$ cat src/rtl/npc_pkg.sv
package npc_pkg;

    localparam int INSTR_W = 16;
    localparam int OFF_W   = 9;
    localparam int CC_W    = 3;

    localparam logic [3:0] OP_BRANCH = 4'b0000;
    localparam logic [3:0] OP_JUMP   = 4'b1100;

    typedef enum logic [1:0] {
        SRC_INC  = 2'b00,
        SRC_ADDR = 2'b01,
        SRC_BUS  = 2'b10,
        SRC_HOLD = 2'b11
    } pc_src_e;

    typedef struct packed {
        logic              is_branch;
        logic              is_jump;
        logic [CC_W-1:0]   mask;
        logic [OFF_W-1:0]  offset;
    } ctl_dec_t;

    function automatic ctl_dec_t decode_ctl(input logic [INSTR_W-1:0] ir);
        ctl_dec_t d;
        d.is_branch = (ir[15:12] == OP_BRANCH);
        d.is_jump   = (ir[15:12] == OP_JUMP);
        d.mask      = ir[11:9];
        d.offset    = ir[OFF_W-1:0];
        return d;
    endfunction

endpackage

$ cat src/rtl/npc_cond.sv
module npc_cond
    import npc_pkg::*;
(
    input  logic [CC_W-1:0] mask,
    input  logic [CC_W-1:0] flags,
    output logic            match
);
    logic [CC_W-1:0] hit;

    for (genvar i = 0; i < CC_W; i++) begin : g_hit
        assign hit[i] = mask[i] & flags[i];
    end

    assign match = |hit;
endmodule

$ cat src/rtl/npc_addr_adder.sv
module npc_addr_adder
    import npc_pkg::*;
#(
    parameter int ADDR_W = 16
) (
    input  logic              use_base,
    input  logic [ADDR_W-1:0] pc,
    input  logic [ADDR_W-1:0] base_val,
    input  logic [OFF_W-1:0]  offset,
    output logic [ADDR_W-1:0] sum
);
    localparam int EXT_W = ADDR_W - OFF_W;

    logic [ADDR_W-1:0] lhs;
    logic [ADDR_W-1:0] rhs;

    always_comb begin
        if (use_base) begin
            lhs = base_val;
            rhs = '0;
        end else begin
            lhs = pc;
            rhs = {{EXT_W{offset[OFF_W-1]}}, offset};
        end
        sum = lhs + rhs;
    end
endmodule

$ cat src/rtl/npc_pc_reg.sv
module npc_pc_reg
    import npc_pkg::*;
#(
    parameter int              ADDR_W   = 16,
    parameter logic [ADDR_W-1:0] RESET_PC = 16'h3000
) (
    input  logic              clk,
    input  logic              rst,
    input  logic              load,
    input  pc_src_e           sel,
    input  logic              adder_ok,
    input  logic [ADDR_W-1:0] adder_val,
    input  logic [ADDR_W-1:0] bus_val,
    output logic [ADDR_W-1:0] pc
);
    logic [ADDR_W-1:0] pc_q;
    logic [ADDR_W-1:0] pc_inc;
    logic [ADDR_W-1:0] pc_nxt;

    assign pc_inc = pc_q + ADDR_W'(1);

    always_comb begin
        pc_nxt = pc_q;
        if (load) begin
            unique case (sel)
                SRC_INC:  pc_nxt = pc_inc;
                SRC_ADDR: pc_nxt = adder_ok ? adder_val : pc_q;
                SRC_BUS:  pc_nxt = bus_val;
                SRC_HOLD: pc_nxt = pc_q;
                default:  pc_nxt = pc_q;
            endcase
        end
    end

    always_ff @(posedge clk) begin
        if (rst) pc_q <= RESET_PC;
        else     pc_q <= pc_nxt;
    end

    assign pc = pc_q;

    assert_no_load_hold_R2: assert property (@(posedge clk) disable iff (rst)
        !load |=> $stable(pc_q));
    assert_inc_wrap_R3: assert property (@(posedge clk) disable iff (rst)
        (load && sel == SRC_INC) |=> (pc_q == $past(pc_q) + ADDR_W'(1)));
    assert_bus_load_R9: assert property (@(posedge clk) disable iff (rst)
        (load && sel == SRC_BUS) |=> (pc_q == $past(bus_val)));
    assert_hold_code_R10: assert property (@(posedge clk) disable iff (rst)
        (load && sel == SRC_HOLD) |=> $stable(pc_q));
endmodule

$ cat src/rtl/npc_unit.sv
module npc_unit
    import npc_pkg::*;
#(
    parameter int                ADDR_W   = 16,
    parameter logic [ADDR_W-1:0] RESET_PC = 16'h3000
) (
    input  logic                 clk,
    input  logic                 rst,
    input  logic [INSTR_W-1:0]   instr,
    input  logic [CC_W-1:0]      cc_flags,
    input  logic [ADDR_W-1:0]    base_val,
    input  logic [ADDR_W-1:0]    bus_val,
    input  logic                 pc_load,
    input  logic [1:0]           pc_sel,
    output logic [ADDR_W-1:0]    pc,
    output logic                 taken
);
    ctl_dec_t          dec;
    logic              cond_hit;
    logic [ADDR_W-1:0] adder_sum;
    logic [ADDR_W-1:0] pc_cur;
    pc_src_e           src;

    assign dec = decode_ctl(instr);
    assign src = pc_src_e'(pc_sel);

    npc_cond u_cond (
        .mask  (dec.mask),
        .flags (cc_flags),
        .match (cond_hit)
    );

    assign taken = dec.is_jump | (dec.is_branch & cond_hit);

    npc_addr_adder #(.ADDR_W(ADDR_W)) u_adder (
        .use_base (dec.is_jump),
        .pc       (pc_cur),
        .base_val (base_val),
        .offset   (dec.offset),
        .sum      (adder_sum)
    );

    npc_pc_reg #(.ADDR_W(ADDR_W), .RESET_PC(RESET_PC)) u_pc (
        .clk       (clk),
        .rst       (rst),
        .load      (pc_load),
        .sel       (src),
        .adder_ok  (taken),
        .adder_val (adder_sum),
        .bus_val   (bus_val),
        .pc        (pc_cur)
    );

    assign pc = pc_cur;

    assert_reset_value_R1: assert property (@(posedge clk)
        rst |=> (pc_cur == RESET_PC));
    assert_mask_none_R4: assert property (@(posedge clk) disable iff (rst)
        (dec.is_branch && dec.mask == 3'b000) |-> !taken);
    assert_mask_all_R4: assert property (@(posedge clk) disable iff (rst)
        (dec.is_branch && dec.mask == 3'b111 && cc_flags != 3'b000) |-> taken);
    assert_untaken_hold_R6: assert property (@(posedge clk) disable iff (rst)
        (pc_load && src == SRC_ADDR && dec.is_branch && (dec.mask & cc_flags) == 3'b000)
        |=> $stable(pc_cur));
    assert_jump_base_R7: assert property (@(posedge clk) disable iff (rst)
        (pc_load && src == SRC_ADDR && dec.is_jump) |=> (pc_cur == $past(base_val)));
    assert_other_op_R8: assert property (@(posedge clk) disable iff (rst)
        (!dec.is_branch && !dec.is_jump) |-> !taken);
endmodule

$ cat config.mk
export PLATFORM = sky130hd
export DESIGN_NAME = npc_unit
export DESIGN_NICKNAME = d
export VERILOG_FILES = /design/src/rtl/npc_pkg.sv /design/src/rtl/npc_cond.sv /design/src/rtl/npc_addr_adder.sv /design/src/rtl/npc_pc_reg.sv /design/src/rtl/npc_unit.sv
export SDC_FILE = /design/constraint.sdc
export NUM_CORES = 1
export LEC_CHECK = 0
export ABC_AREA = 0
export BUFFER_PORTS_ARGS = -buffer_cell sky130_fd_sc_hd__buf_4
export CAP_MARGIN = 30
export CORE_MARGIN = 8
export CORE_UTILIZATION = 39
export DETAILED_ROUTE_END_ITERATION = 8
export PLACE_DENSITY = 0.67
export SETUP_SLACK_MARGIN = 0.05
export SLEW_MARGIN = 15
export SYNTH_ARGS = -nofsm -noshare
export SYNTH_HDL_FRONTEND = slang
export SYNTH_HIERARCHICAL = 1
export SYNTH_SLANG_ARGS = --single-unit
$ cat constraint.sdc
create_clock -name clk -period 4.3 [get_ports clk]
set_input_delay 0.86 -clock clk [delete_from_list [all_inputs] [get_ports clk]]
set_output_delay 0.86 -clock clk [all_outputs]
set_load 0.02 [all_outputs]
==> results of run 1 <==
## cells by family after synthesis
group,synth area share (%)
AOI/OAI and AO/OA,32.7
buffers and inverters,6.01
muxes,7.85
and+or+nand+nor,23.0
adders and majority gates,10.4
xor gates and xnor gates,5.84
DFF,14.2
## Yosys cell counts (6+ instances only)
cell type  count
a21o_1        12
nor3_1         6
dfxtp_1       16
nor2b_1       12
inv_1         11
a21oi_1       23
nand3_1        6
nor2_1        18
clkbuf_1      13
a31oi_1        6
ha_1          17
a22oi_1       14
o21ai_0       18
nand2_1       23
xnor2_1        9
mux2_2        12
xor2_1         6
## area by class of cell
| type | instances | area, µm² |
|---|---|---|
| fill | 560 | 2570 |
| multi-input combinational | 253 | 1810 |
| timing repair buffer | 87 | 666 |
| sequential | 16 | 320 |
| tap | 72 | 90.1 |
| clock buffer | 3 | 41.3 |
| inverter | 11 | 41.3 |
## power by group
part / internal [mW] / total [mW] / switching [mW]
Sequential: 0.157 / 0.174 / 0.0178
Clock: 0.0621 / 0.114 / 0.0518
Combinational: 0.140 / 0.283 / 0.143
## per-layer routing
| metal | up-vias | wire length, µm |
|---|---|---|
| met5 | - | 0 |
| met4 | 0 | 109 |
| met3 | 10 | 588 |
| met2 | 107 | 3560 |
| met1 | 1179 | 3330 |
| li1 | 1273 | - |
## path summary, 6_finish.rpt
| path | start | endpoint | slack [ns] |
|---|---|---|---|
| setup reg to reg | u_pc/pc[0]$_SDFFE_PP0P_ | u_pc/pc[12]$_SDFFE_PP1P_ | 1.09 |
| hold / removal | u_pc/pc[5]$_SDFFE_PP0P_ | u_pc/pc[5]$_SDFFE_PP0P_ | 0.60 |
| setup / recovery | instr[14] | u_pc/pc[12]$_SDFFE_PP1P_ | 0.20 |
| hold reg to reg | u_pc/pc[5]$_SDFFE_PP0P_ | u_pc/pc[5]$_SDFFE_PP0P_ | 0.60 |
## timing repair
item                       in CTS  in global routing
setup endpoints to repair       0                  1
resized for setup               0                  1
buffers inserted                0                  2
hold endpoints to repair        0                  0
## worst max-delay path: stages
cell and delay (ns):
buf_4 0.08, nand2_1 0.10, nor3_4 0.24, buf_12 0.15, buf_4 0.11, mux2_2 0.33, ha_1 0.34, a21o_1 0.14
a21oi_2 0.07, or4b_4 0.54, a21o_1 0.21, a311oi_2 0.28, xor2_1 0.12, a221oi_1 0.31, o21ai_0 0.14, a21o_1 0.21
==> results.sh, run 1 <==
export IMPL_drive_above_1_share_pct=30.3
export IMPL_placed_cell_area_mm2=0.00289
export IMPL_final_setup_skew_ns=0.00193
export IMPL_cts_num_sinks=16
export IMPL_grt_busiest_layer="met2"
export IMPL_firstDrtPassIters=4
export IMPL_synth_area_per_cell_um2=7.52
export IMPL_postSynth_asyncResetShare_pct=0
export IMPL_post_synth_top_area_fraction_pct=14.2
export IMPL_cap_violations=0
export IMPL_end_kind="register"
export IMPL_irDropWorstVdd_mv=0.134
export IMPL_power_leakage_nw=1.28
export IMPL_global_route_overflow_total=0
export IMPL_post_layout_nonfiller_instances=442
export IMPL_seq_area_frac_synth_pct=14.2
export IMPL_final_core_utilization_pct=53.5
export IMPL_powerDensity_mw_per_mm2=193
export IMPL_floorplan_core_area_mm2=0.00554
export IMPL_use_met2_pct=29.4
export IMPL_drv_slew=0
export IMPL_first_global_vias=2590
export IMPL_wl_per_cell_um=17.2
export IMPL_timing_hold_worst_path_depth=2
export IMPL_mappedNetlistNets=373
export IMPL_floorplan_die_area_mm2=0.00845
export IMPL_grt_setup_unrepaired="false"
export IMPL_min_period_over_period_pct=95.3
export IMPL_postSynthRegisterBits=16
export IMPL_io_pin_count=73
export IMPL_count_of_warnings_emitted_by_yosys=6
export IMPL_synthesis_instances=299
export IMPL_largest_reg_flops=16
export IMPL_dp_worst_setup_slack_ns=0.00607
export IMPL_place_inst=437
export IMPL_drt_first_iter_violations=168
export IMPL_grt_first_pass_wirelength_mm=12.4
export IMPL_number_of_flops_mapped_to_enable_cells_by_yosys=0
export IMPL_critPathArrivalTime_ns=4.24
export IMPL_finalWorstSetupSlack_ns=0.201
export IMPL_grtUsageMet3_pct=4.73
export IMPL_slew_headroom_pct=44.4
export IMPL_synth_cell_area_mm2=0.00225
export IMPL_synth_top_cells_by_area="dfxtp_1, ha_1, mux2_2"
export IMPL_global_route_usage_total_pct=17.3
export IMPL_initial_core_util_pct=40.6
export IMPL_finalWirelength_mm=7.59
export IMPL_root_buffer="clkbuf_8"
export IMPL_globalplace_congestion=0.841
export IMPL_cts_root_to_sink_buffers=2
export IMPL_tritoncts_num_buffers=3
export IMPL_largest_driver_fanout_on_the_critical_path=7
export IMPL_fmaxAchievable_mhz=244
export IMPL_tightest_slew_ns=0.835
export IMPL_critPathRequiredTime_ns=4.44
export IMPL_use_met1_pct=21.2
export IMPL_finalHoldViolCount=0
export IMPL_p_total_mw=0.572
export IMPL_finalSetupTns_ns=0
export IMPL_setup_violations_final=0
export IMPL_fin_nets=446
export IMPL_placement_rows=27
export IMPL_diodes=0
export IMPL_cts_reportedPaths_clkPinSlew_ns=0.06
export IMPL_final_design_area_no_fill_mm2=0.00297
export IMPL_die_h_um=91.9
export IMPL_synth_main_ff_cell="dfxtp_1"
export IMPL_layout_common_cells="buf_4, nand2_1, a21oi_1, o21ai_0, nor2_1"
export IMPL_hold_buffer_count_at_cts=0
export IMPL_synth_largest_area_cell="dfxtp_1"
export IMPL_antenna_left=0
export IMPL_final_min_clock_period_ns=4.10
export IMPL_dp_hpwl_mm=6.13
export IMPL_whs_ns=0.599
export IMPL_antenna_found_initial=0
export IMPL_ys_types=59
export IMPL_grt_max_degree=31
export IMPL_worstSetupPathType="primary input to register"
export IMPL_critical_path_startpoint_type="primary input"
export IMPL_hold_class="register to register"
export IMPL_layout_area_overhead_vs_synth_pct=31.9
export IMPL_layout_cells_most_common="buf_4"
export IMPL_worstSkewPairLatency_ns=0.25
export IMPL_result_of_the_run="completed"
export IMPL_worst_r2r_cell_count=12
export IMPL_cts_htree_levels=1
export IMPL_count_of_buffers_from_port_buffering=72
export IMPL_fp_dieW_um=91.9
export IMPL_post_route_drc_count=0
export IMPL_clock_tree_from_tritoncts="done"
export IMPL_routed_via_density=5.81
export IMPL_num_vias=2569
Power figures use the tool's default switching activity.
==> run 2: changes to the inputs <==
--- a/config.mk
+++ b/config.mk
@@ -10,6 +10,7 @@
 export CAP_MARGIN = 30
 export CORE_MARGIN = 8
 export CORE_UTILIZATION = 39
+export CTS_BUF_LIST = sky130_fd_sc_hd__clkbuf_8 sky130_fd_sc_hd__clkbuf_16
 export DETAILED_ROUTE_END_ITERATION = 8
 export PLACE_DENSITY = 0.67
 export SETUP_SLACK_MARGIN = 0.05
==> constraint.sdc (replaced) <==
create_clock -name clk -period 4.3 [get_ports clk]
set_input_delay 1.075 -clock clk [delete_from_list [all_inputs] [get_ports clk]]
set_output_delay 1.075 -clock clk [all_outputs]
set_load 0.02 [all_outputs]
==> results.sh, run 2 (same netlist as run 1, synthesis figures left out) <==
export IMPL_grt_first_pass_wirelength_mm=12.2
export IMPL_power_leakage_nw=1.27
export IMPL_crit_family="compound AO/OA/AOI/OAI gates"
export IMPL_fp_dieW_um=91.9
export IMPL_drt_first_iter_violations=109
export IMPL_floorplan_die_area_mm2=0.00845
export IMPL_floorplan_core_area_mm2=0.00554
export IMPL_layout_area_overhead_vs_synth_pct=32.4
export IMPL_count_of_buffers_from_port_buffering=72
export IMPL_firstDrtPassIters=6
export IMPL_setup_violations_final=0
export IMPL_layout_cells_most_common="buf_4"
export IMPL_critical_path_startpoint_type="primary input"
export IMPL_final_setup_skew_ns=0.00380
export IMPL_irDropWorstVdd_mv=0.111
export IMPL_post_cts_buffers=0
export IMPL_antenna_found_initial=0
export IMPL_dp_hpwl_mm=5.82
export IMPL_cts_num_sinks=16
export IMPL_fillers=554
export IMPL_globalplace_congestion=0.838
export IMPL_finalSetupTns_ns=0
export IMPL_largest_driver_fanout_on_the_critical_path=24
export IMPL_clock_tree_from_tritoncts="done"
export IMPL_num_vias=2596
export IMPL_io_pin_count=73
export IMPL_cap_violations=0
export IMPL_crit_path_top_delay_cell="fa_1"
export IMPL_global_route_overflow_total=0
export IMPL_layout_area_seq_um2=320
export IMPL_diodes=0
export IMPL_multi_input_comb_area_mm2=0.00182
export IMPL_max_stage_delay_ns=0.40
export IMPL_cts_reportedPaths_clkPinSlew_ns=0.07
export IMPL_drive_above_1_share_pct=30.1
export IMPL_result_of_the_run="completed"
export IMPL_finalHoldViolCount=0
export IMPL_min_period_over_period_pct=94.5
export IMPL_finalWirelength_mm=7.32
export IMPL_fmaxAchievable_mhz=246
export IMPL_antenna_left=0
export IMPL_routed_via_density=5.89
export IMPL_end_kind="register"
export IMPL_post_route_drc_count=0
export IMPL_initial_core_util_pct=40.6
export IMPL_grt_setup_unrepaired="false"
export IMPL_drv_slew=0
export IMPL_setup_reg_to_reg_worst_slack_ns=1.14
export IMPL_p_total_mw=0.602
export IMPL_worstSkewPairLatency_ns=0.26
export IMPL_cts_htree_levels=1
export IMPL_tightest_slew_ns=0.754
export IMPL_die_h_um=91.9
export IMPL_fin_nets=444
export IMPL_path_cells="buf_4 -> nand2_1 -> nor3_4 -> buf_12 -> mux2_2 -> ha_1 -> fa_1 -> a21o_1 -> a21oi_2 -> or4b_4 -> a21o_1 -> a21oi_1 -> a311oi_1 -> a22oi_1 -> nor4_1 -> a21oi_1 -> a31oi_1"
export IMPL_placement_rows=27
export IMPL_root_buffer="clkbuf_8"
export IMPL_critPathRequiredTime_ns=4.49
export IMPL_largest_reg_flops=16
export IMPL_hold_buffer_count_at_cts=0
export IMPL_tritoncts_num_buffers=3
export IMPL_final_min_clock_period_ns=4.07
export IMPL_global_route_usage_total_pct=17.1
export IMPL_worstSetupPathType="primary input to register"
export IMPL_hold_class="register to register"
export IMPL_layout_common_cells="buf_4, nand2_1, a21oi_1, nor2_1, o21ai_0"
export IMPL_grt_max_degree=25
export IMPL_wl_per_cell_um=16.6
export IMPL_critPathArrivalTime_ns=4.26
export IMPL_cts_root_to_sink_buffers=2
export IMPL_critical_path_buf_inv_count=2
export IMPL_slew_headroom_pct=49.8
export IMPL_powerDensity_mw_per_mm2=202
export IMPL_cts_resized_gates=0
export IMPL_first_global_vias=2575
run 2: cell types whose count changed in the layout (fill, tap and decap cells not counted), sizes merged:
cell    change
buf         -2
clkbuf      +1
run 2: where the power goes:
group | switching [mW] | leakage (nW) | internal [mW] | total [mW]
Clock | 0.0610 | 0.0288 | 0.0816 | 0.143
Combinational | 0.142 | 1.11 | 0.142 | 0.285
Sequential | 0.0181 | 0.130 | 0.157 | 0.175
Total | 0.222 | 1.27 | 0.380 | 0.602
run 2: final timing paths:
check                           depth (start not counted)                  endpoint                    start
worst max-delay path                                   17  u_pc/pc[14]$_SDFFE_PP0P_                instr[14]
worst min-delay path                                    2   u_pc/pc[3]$_SDFFE_PP0P_  u_pc/pc[3]$_SDFFE_PP0P_
worst min register to register                          2   u_pc/pc[3]$_SDFFE_PP0P_  u_pc/pc[3]$_SDFFE_PP0P_
worst max register to register                         12  u_pc/pc[12]$_SDFFE_PP1P_  u_pc/pc[0]$_SDFFE_PP0P_
run 2: layout make-up:
type / count / area share [%]
well taps: 72 / 3.03
clock buffers: 4 / 1.85
multi-input cells: 253 / 61.1
flip-flops and latches: 16 / 10.8
repair buffers: 85 / 21.8
inverters: 11 / 1.39
run 2: layer usage:
layer | wire (µm) | GRT usage [%]
met5 | 0 | 0
met4 | 74 | 3.09
met3 | 572 | 4.65
met2 | 3510 | 29.3
met1 | 3160 | 20.9
run 2: stage by stage:
| stage | instance area (µm²) | hold WS (ns) | cells | utilization (%) | setup slack (ns) |
|---|---|---|---|---|---|
| floorplan | 2320 | 0.608 | 299 | - | 0.0212 |
| global placement | 2920 | 0.584 | 437 | 52.8 | 0.0587 |
| detailed placement | 2920 | 0.588 | 437 | 52.8 | -0.0191 |
| CTS | 2980 | 0.598 | 441 | 53.7 | 0.250 |
| global route | 2980 | 0.609 | 441 | 53.7 | 0.0719 |
| finish | 2980 | 0.596 | 441 | 53.7 | 0.235 |
run 2: worst reg2reg max path: stages (launching register included):
cell and delay (ns):
dfxtp_1 0.49, mux2_2 0.23, ha_1 0.19, fa_1 0.21, a21o_1 0.14, a21oi_2 0.06
or4b_4 0.53, a21o_1 0.24, a311oi_2 0.31, xor2_1 0.11, a221oi_1 0.27, o21ai_1 0.11
a21o_1 0.19
